**config.mk**
```make
export PLATFORM = sky130hd
export DESIGN_NAME = split_timer8x2
export DESIGN_NICKNAME = d
export VERILOG_FILES = /design/src/rtl/stm_pkg.sv /design/src/rtl/stm_prescale.sv /design/src/rtl/stm_edge_sync.sv /design/src/rtl/stm_half.sv /design/src/rtl/split_timer8x2.sv
export SDC_FILE = /design/constraint.sdc
export NUM_CORES = 1
export LEC_CHECK = 0
export ABC_AREA = 1
export CAP_MARGIN = 10
export CORE_AREA = 2 2 71 73
export CTS_CLUSTER_DIAMETER = 50
export DETAILED_ROUTE_END_ITERATION = 8
export DIE_AREA = 0 0 73 75
export GPL_TIMING_DRIVEN = 0
export PLACE_DENSITY = 0.77
export SETUP_SLACK_MARGIN = 0.1
export SYNTH_ARGS = -nofsm -noshare
export SYNTH_HDL_FRONTEND = slang
export SYNTH_SLANG_ARGS = --single-unit
```
**constraint.sdc**
```tcl
create_clock -name clk -period 1.8 [get_ports clk]
set_input_delay 0.18 -clock clk [delete_from_list [all_inputs] [get_ports clk]]
set_output_delay 0.18 -clock clk [all_outputs]
set_load 0.01 [all_outputs]
```
**src/rtl/stm_pkg.sv**
```systemverilog
// Package: shared constants for the split dual 8-bit timer.
// Assumes: register addresses and control bit positions are fixed by the
// software interface described in the brief.
package stm_pkg;
    localparam int ADDR_W   = 2;
    localparam int DATA_W   = 8;
    localparam logic [ADDR_W-1:0] A_CTRL  = 2'd0;
    localparam logic [ADDR_W-1:0] A_FCLR  = 2'd1;
    localparam logic [ADDR_W-1:0] A_RLLO  = 2'd2;
    localparam logic [ADDR_W-1:0] A_RLHI  = 2'd3;
    localparam int B_RUN    = 0;
    localparam int B_IRQEN  = 1;
    localparam int B_LOIEN  = 2;
    localparam int B_LOSYS  = 3;
    localparam int B_HISYS  = 4;
    localparam int B_SEL    = 5;

    typedef enum logic [1:0] {
        SRC_DIV12 = 2'b00,
        SRC_CMP   = 2'b01,
        SRC_EXT8  = 2'b10,
        SRC_NONE  = 2'b11
    } src_sel_e;
endpackage

```
**src/rtl/stm_prescale.sv**
```systemverilog
// Module: stm_prescale
// Counts advance pulses and emits a one-cycle tick on every DIV-th one.
// Assumes: DIV >= 2; counter restarts from zero on reset.
module stm_prescale #(
    parameter int DIV = 12,
    localparam int CW = $clog2(DIV)
) (
    input  logic clk,
    input  logic rst_n,
    input  logic adv,
    output logic tick
);
    logic [CW-1:0] cnt;

    assign tick = adv && (cnt == CW'(DIV - 1));

    // Purpose: free-running modulo-DIV counter advanced by adv.
    always_ff @(posedge clk) begin
        if (!rst_n)       cnt <= '0;
        else if (tick)    cnt <= '0;
        else if (adv)     cnt <= cnt + 1'b1;
    end
endmodule

```
**src/rtl/stm_edge_sync.sv**
```systemverilog
// Module: stm_edge_sync
// Two-flop synchroniser followed by a rising-edge detector.
// Assumes: input pulses last at least two system clocks in each level.
module stm_edge_sync (
    input  logic clk,
    input  logic rst_n,
    input  logic async_in,
    output logic rise
);
    logic s1, s2, prev;

    assign rise = s2 && !prev;

    // Purpose: bring async_in into the clock domain and keep last level.
    always_ff @(posedge clk) begin
        if (!rst_n) begin
            s1   <= 1'b0;
            s2   <= 1'b0;
            prev <= 1'b0;
        end else begin
            s1   <= async_in;
            s2   <= s1;
            prev <= s2;
        end
    end
endmodule

```
**src/rtl/stm_half.sv**
```systemverilog
// Module: stm_half
// One 8-bit auto-reload counter half with a sticky overflow flag.
// Assumes: tick already includes the run gate; clr is a one-cycle strobe.
module stm_half #(
    parameter int W = 8
) (
    input  logic         clk,
    input  logic         rst_n,
    input  logic         tick,
    input  logic [W-1:0] reload,
    input  logic         clr,
    output logic [W-1:0] cnt,
    output logic         ovf,
    output logic         flag
);
    assign ovf = tick && (cnt == {W{1'b1}});

    // Purpose: count ticks, reloading on wrap.
    always_ff @(posedge clk) begin
        if (!rst_n)      cnt <= '0;
        else if (ovf)    cnt <= reload;
        else if (tick)   cnt <= cnt + 1'b1;
    end

    // Purpose: sticky flag, set has priority over software clear.
    always_ff @(posedge clk) begin
        if (!rst_n)      flag <= 1'b0;
        else             flag <= ovf | (flag & ~clr);
    end
endmodule

```
**src/rtl/split_timer8x2.sv**
```systemverilog
// Module: split_timer8x2
// Two independent 8-bit auto-reload counters with per-half clock choice,
// sticky flags, a combined level interrupt and an ADC trigger strobe.
// Assumes: single clock domain; cmp_in and ext_clk_in are asynchronous.
module split_timer8x2
    import stm_pkg::*;
(
    input  logic              clk,
    input  logic              rst_n,
    input  logic              cmp_in,
    input  logic              ext_clk_in,
    input  logic              wr_en,
    input  logic [ADDR_W-1:0] wr_addr,
    input  logic [DATA_W-1:0] wr_data,
    output logic [DATA_W-1:0] cnt_lo,
    output logic [DATA_W-1:0] cnt_hi,
    output logic              flag_lo,
    output logic              flag_hi,
    output logic              irq,
    output logic              adc_trig
);
    localparam int NH = 2;

    logic              run, irq_en, lo_irq_en, lo_sys, hi_sys;
    src_sel_e          xsel;
    logic [DATA_W-1:0] rl_lo, rl_hi;
    logic              div12_tick, cmp_rise, ext_rise, ext8_tick, src_tick;
    logic [NH-1:0]     fast, tick_h, clr_h, ovf_h, flag_h;
    logic [DATA_W-1:0] rl_h  [NH];
    logic [DATA_W-1:0] cnt_h [NH];

    // Purpose: control and reload register writes.
    always_ff @(posedge clk) begin
        if (!rst_n) begin
            run <= 1'b0; irq_en <= 1'b0; lo_irq_en <= 1'b0;
            lo_sys <= 1'b0; hi_sys <= 1'b0; xsel <= SRC_DIV12;
            rl_lo <= '0; rl_hi <= '0;
        end else if (wr_en) begin
            case (wr_addr)
                A_CTRL: begin
                    run       <= wr_data[B_RUN];
                    irq_en    <= wr_data[B_IRQEN];
                    lo_irq_en <= wr_data[B_LOIEN];
                    lo_sys    <= wr_data[B_LOSYS];
                    hi_sys    <= wr_data[B_HISYS];
                    xsel      <= src_sel_e'(wr_data[B_SEL +: 2]);
                end
                A_RLLO:  rl_lo <= wr_data;
                A_RLHI:  rl_hi <= wr_data;
                default: ;
            endcase
        end
    end

    stm_prescale #(.DIV(12)) u_div12 (
        .clk(clk), .rst_n(rst_n), .adv(1'b1), .tick(div12_tick));
    stm_edge_sync u_cmp_sync (
        .clk(clk), .rst_n(rst_n), .async_in(cmp_in), .rise(cmp_rise));
    stm_edge_sync u_ext_sync (
        .clk(clk), .rst_n(rst_n), .async_in(ext_clk_in), .rise(ext_rise));
    stm_prescale #(.DIV(8)) u_div8 (
        .clk(clk), .rst_n(rst_n), .adv(ext_rise), .tick(ext8_tick));

    // Purpose: shared slow-source multiplexer.
    always_comb begin
        case (xsel)
            SRC_DIV12: src_tick = div12_tick;
            SRC_CMP:   src_tick = cmp_rise;
            SRC_EXT8:  src_tick = ext8_tick;
            default:   src_tick = 1'b0;
        endcase
    end

    assign fast     = {hi_sys, lo_sys};
    assign rl_h[0]  = rl_lo;
    assign rl_h[1]  = rl_hi;

    for (genvar h = 0; h < NH; h++) begin : g_half
        assign tick_h[h] = run && (fast[h] || src_tick);
        assign clr_h[h]  = wr_en && (wr_addr == A_FCLR) && wr_data[h];
        stm_half #(.W(DATA_W)) u_half (
            .clk(clk), .rst_n(rst_n), .tick(tick_h[h]), .reload(rl_h[h]),
            .clr(clr_h[h]), .cnt(cnt_h[h]), .ovf(ovf_h[h]), .flag(flag_h[h]));
    end

    // Purpose: register the low overflow as the ADC trigger strobe.
    always_ff @(posedge clk) begin
        if (!rst_n) adc_trig <= 1'b0;
        else        adc_trig <= ovf_h[0];
    end

    assign cnt_lo  = cnt_h[0];
    assign cnt_hi  = cnt_h[1];
    assign flag_lo = flag_h[0];
    assign flag_hi = flag_h[1];
    assign irq     = irq_en && (flag_hi || (lo_irq_en && flag_lo));
endmodule

```
-- Word level (Yosys, flattened, before mapping)
Index checks and enable logic that the tools add are counted.
- add/subtract/negate cells: 4
- equality and inequality tests: 9
- muxes and demuxes: 5
- bitwise logic cells: 7
- reduce and logical (&&, ||, !) cells: 26
- operators by type and width (kind ; number):
    $mux W8 ; 4
    $add A8 B1 Y8 const B ; 2
    $eq A8 B8 Y1 const B ; 2
    $logic_and A1 B1 Y1 ; 12
    $eq A2 B2 Y1 const B ; 3
    $reduce_and A2 Y1 ; 3
    $add A4 B1 Y4 const B ; 1
    $eq A2 B1 Y1 const B ; 2
    $eq A4 B4 Y1 const B ; 1
    $logic_not A2 Y1 ; 2
    $reduce_bool A2 Y1 ; 2
    $reduce_or A2 Y1 ; 2
    $add A3 B1 Y3 const B ; 1
    $eq A3 B3 Y1 const B ; 1
    $logic_or A1 B1 Y1 ; 3
    $not A1 Y1 ; 3
    $pmux W1 S3 ; 1
    $and A1 B1 Y1 ; 2
    $logic_not A1 Y1 ; 2
    $or A1 B1 Y1 ; 2
- register bits after elaboration: 55
- input port bits: 15
- output and inout bits: 20
- word-level logic and storage cells: 72

-- Depth between registers and ports, before layout
- depth in word-level cells: 8
- gate-level depth with buffers: 11
- mapped depth without buffers: 11

-- Cells and area by module
A second synthesis with hierarchy kept.
- cell total of the unflattened synthesis: 367
- area, all modules: 2601.2 um^2
- by module, submodules not included (module ; times used ; cells an instance ; area each (um^2)):
    stm_half ; 2 ; 87 ; 559.3
    split_timer8x2 ; 1 ; 126 ; 957.2
    stm_prescale at u_div12 ; 1 ; 25 ; 191.4
    stm_edge_sync ; 2 ; 11 ; 92.6
    stm_prescale at u_div8 ; 1 ; 20 ; 148.9

-- Worst setup path before layout
Ideal clock, no wire load.
- path kind: flip-flop to flip-flop
- start point: register g_half[1].u_half.cnt[0]
- end point: register g_half[1].u_half.cnt[3]
- arrival: 1.371 ns
- path slack: 0.307 ns
- stages on the path, launching flop included: 9
- path buffers: 0
- period minus slack after synthesis: 1.493 ns
- path through: dfxtp_1 -> ha_1 -> nand3_2 -> nor3_4 -> inv_4 -> o21ai_1 -> nand2_1 -> nand2_1 -> a21oi_2
- longest elaborated chain between the ends: 3
- elaborated cells between the ends (all ways): 6
- those cells by class: add/sub (1); eq/ne (1); mux (2); reduce/logical (2)
- RTL lines (element ; RTL line ; RTL):
    from (decl) ; stm_half.sv:12 ; output logic [W-1:0] cnt,
    from (signal assigned) ; stm_half.sv:21 ; else if (ovf) cnt <= reload;
    from (signal assigned) ; stm_half.sv:22 ; else if (tick) cnt <= cnt + 1'b1;
    $add A8 B1 Y8 or $eq A8 B8 Y1 (tied branches) ; stm_half.sv:22, stm_half.sv:16 ;
    $mux W8 or $logic_and A1 B1 Y1 (tied branches) ; stm_half.sv:22, stm_half.sv:16 ;
    $mux W8 or $reduce_bool A2 Y1 (tied branches) ; n/a ;
Parallel ways exist; a longest one is shown, timed or not. The select of a mux whose other input is x is not followed.
A chain may end at the register's enable or synchronous reset.

-- Worst setup path after layout
- start point: register g_half[0].u_half.flag
- end point: output irq
- longest elaborated chain between the ends: 3
- RTL lines (element ; RTL line ; RTL):
    from (decl) ; stm_half.sv:14 ; output logic flag
    from (signal assigned) ; stm_half.sv:28 ; else flag <= ovf | (flag & ~clr);
    $logic_and A1 B1 Y1 ; split_timer8x2.sv:96 ; assign irq = irq_en && (flag_hi || (lo_irq_en && flag_lo));
    $logic_or A1 B1 Y1 ; split_timer8x2.sv:96 ;
    $logic_and A1 B1 Y1 ; split_timer8x2.sv:96 ;
    to (decl) ; split_timer8x2.sv:19 ; output logic irq,
Every way passes these cells.

==> reports/results.tsv <==
stage	metric	value	unit
worst_setup_path	worst-setup-path-type	reg2out	
floorplan	die_h	75	um
floorplan	start_util	0.529	
worst_setup_path	arrival	1.46	ns
floorplan	die_area	5480	um^2
routing	first_pass_iters	4	
cells_and_area	antennaDiodeCount	0	
synthesis	yosysWarnings	0	
routing	num_vias	2232	
cts	cts_max_path_buffers	2	
pwr	internal-power	0.00160	W
floorplan	coreArea	4660	um^2
sta	fin_crit	1.64	ns
sta	max_freq	610	MHz
pwr	p_sw	0.000498	W
synthesis	avgSynthCellArea	7.45	um^2
cts	cts.sinks	55	
pwr	swShare	0.237	
synthesis	postSynthCellCount	331	
pwr	vdd_drop_max	357	uV
synthesis	synth_sequential_area_ratio	0.446	
grt	grt_max_degree	15	
placement	dp.final_hpwl	3790	um
floorplan	fp-row-count	25	
cts	htree_levels	2	
placement	gp_congestion	0.884	
sta	worst_slew_pin_slew	0.542	ns
floorplan	die_w	73	um
cts	cts_tree	done	
worst_setup_path	rrSetupSlack	0.23	ns
cts	cts_made_buffers	5	
grt	track_usage	0.203	
worst_setup_path	cp.required	1.62	ns
sta	tns	0	ns
cells_and_area	final_cell_mix	50 x dfxtp_1, 45 x nand2_1, 41 x o21ai_1	
placement	port_buffers	33	
sta	finalMaxSlewViolations	0	
routing	first_iter_violations	96	
pwr	total_leakage_power	1.18	nW
sta	timing_hold_violations_final	0	
grt	grt_overflow_total	0	
worst_setup_path	path_max_fanout	3	
cells_and_area	syn2layout_area_growth	23.0	%
sta	setup_viol	0	
cts	root_buffer	clkbuf_8	
worst_setup_path	critPathLaunch	g_half[0].u_half.flag$_SDFF_PN0_	
worst_setup_path	worstReg2RegEnd	g_half[0].u_half.cnt[5]$_SDFFE_PN0P_	
cts	path_clk_slew	0.09	ns
floorplan	pin_count	35	
worst_setup_path	r2r_cells	6	
worst_setup_path	critical_path.cell_chain	a21oi_1 -> nor2_1 -> clkdlybuf4s50_1	
pwr	p_clk_frac	0.297	
routing	wl_per_cell	12.3	um
sta	skew	0.00393	ns
worst_setup_path	crit_path_end	irq	
sta	min_period_over_period	0.911	
pwr	p_comb_frac	0.092	
routing	route.detailed.drc	0	
cells_and_area	drive_gt1_frac	0.124	
synthesis	syn-cell-area	2470	um^2
cells_and_area	final_common_cell	dfxtp_1	
worst_setup_path	endpoint_kind	output port	
worst_setup_path	cp-start-kind	register	
worst_hold_path	hold_class	in2reg	
pwr	p_per_area	692	nW/um^2
cells_and_area	postLayoutCoreUtil	0.651	
run_status	status	finished, final reports clean	
cells_and_area	fin_nets	399	
grt	grt_pass1_vias	1937	
synthesis	synth_seq_cells	55	
grt	grt_pass1_wl	8570	um
synthesis	ys_types	31	
pwr	pwr-share-seq	0.611	
cts	clk_latency	0.30	ns
worst_setup_path	slowest_delay	0.56	ns
grt	grt_antenna_before_repair	0	
sta	maxSlewHeadroom	0.638	
flow_run	maxCapViolCount	0	
worst_setup_path	cp_slowest_cell	clkdlybuf4s50_1	
sta	rsz0062_at_grt	no	
routing	postRouteAntennaNets	0	
worst_setup_path	rr_startpoint	g_half[0].u_half.cnt[0]$_SDFFE_PN0P_	
routing	vias_per_cell	5.17	
synthesis	syn_nets	351	
routing	wl	5300	um
how the worst min path moves through the flow:
stage	start	endpoint	slack, ns	depth (start not counted)
finish	rst_n	irq_en$_SDFFE_PN0P_	0.31	3
global route	rst_n	irq_en$_SDFFE_PN0P_	0.33	3
CTS	rst_n	irq_en$_SDFFE_PN0P_	0.31	3
detailed placement	u_ext_sync.s1$_SDFF_PN0_	u_ext_sync.s2$_SDFF_PN0_	0.41	2
global placement	u_cmp_sync.s1$_SDFF_PN0_	u_cmp_sync.s2$_SDFF_PN0_	0.40	2
floorplan	cmp_in	u_cmp_sync.s1$_SDFF_PN0_	0.29	2
critical path: cells and delay by family (launching register included):
kind,cells,cell delay (ns)
buffers and inverters,1,0.56
and+or+nand+nor,1,0.14
DFF,1,0.38
AOI/OAI and AO/OA,1,0.08
final cells by class:
class	instances	area, um^2
Fill cell	416	1630
Multi-Input combinational cell	217	1160
Sequential cell	55	1110
Timing Repair Buffer	39	375
Inverter	51	199
Clock buffer	6	72.6
Tap cell	54	67.6
Buffer	9	45.0
Timing Repair inverter	1	7.51
state kept, by name, indices dropped and copies added (netlist names), 2 cells and up:
| signal | flops |
|---|---|
| u_div8.cnt | 3 |
| g_half.u_half.flag | 2 |
| u_div12.cnt | 4 |
| g_half.u_half.cnt | 16 |
| rl_lo | 8 |
| xsel | 2 |
| rl_hi | 8 |
power groups by stage:
stage	Clock [W]	Sequential [W]	Combinational, W
2_1_floorplan	0	0.00131	0.000112
3_3_place_gp	0	0.00131	0.000181
3_5_place_dp	0	0.00131	0.000186
4_1_cts	0.000636	0.00128	0.000187
5_1_grt	0.000695	0.00129	0.000218
6_report	0.000624	0.00128	0.000194
synthesized netlist by cell type:
cell type / instances / share of area
dfxtp_1: 55 / 0.45
nand2_1: 45 / 0.068
o21ai_1: 41 / 0.083
inv_1: 36 / 0.055
nor2_1: 36 / 0.055
a21oi_1: 30 / 0.061
nand3_1: 22 / 0.045
inv_2: 10 / 0.015
nand4_1: 9 / 0.023
clkbuf_1: 8 / 0.012
ha_1: 5 / 0.025
inv_4: 3 / 0.0076
o21ai_0: 3 / 0.0061
xnor2_1: 3 / 0.011
xor2_1: 3 / 0.011
clkinv_1: 2 / 0.0030
nand2_2: 2 / 0.0051
nand3_2: 2 / 0.0081
nand4_2: 2 / 0.010
nor2_2: 2 / 0.0051
or2_0: 2 / 0.0051
a21oi_2: 1 / 0.0036
buf_8: 1 / 0.0061
nand2_4: 1 / 0.0046
nand3b_1: 1 / 0.0030
nor2_4: 1 / 0.0046
nor3_4: 1 / 0.0066
nor4_1: 1 / 0.0025
o211ai_1: 1 / 0.0030
o21bai_1: 1 / 0.0030
o31ai_1: 1 / 0.0030
metrics by stage:
stage	cell area [um^2]	cells	hold slack [ns]	setup WS [ns]	power [W]
floorplan	2470	331	0.287	0.307	0.00142
global placement	2870	418	0.404	0.162	0.00149
detailed placement	2870	418	0.406	0.137	0.00149
CTS	2940	424	0.311	0.130	0.00210
global route	3040	432	0.334	0.0925	0.00220
finish	3040	432	0.313	0.160	0.00210
metal layers:
metal | GRT usage | part of all wire | up-vias
met3 | 0.0482 | 0.049 | 5
met4 | 0.0700 | 0.0077 | 0
met1 | 0.251 | 0.45 | 1004
met5 | 0 | 0 | -
li1 | - | - | 1174
met2 | 0.347 | 0.50 | 49
cells by family (layout without fill, tap and decap cells):
kind of cell | Yosys count | count (layout) | synth area share
compound gates | 78 | 78 | 0.163
xor+xnor | 6 | 6 | 0.0213
fa+ha+maj | 5 | 5 | 0.0254
buf+inv | 60 | 106 | 0.0989
flops | 55 | 55 | 0.446
simple gates | 127 | 128 | 0.245
timing repair:
action	4_1_cts	5_1_grt
setup buffers	0	6
setup endpoints to repair	0	15
hold buffers	0	0
gates resized for setup	0	11
(Power assumes the default switching activity.)
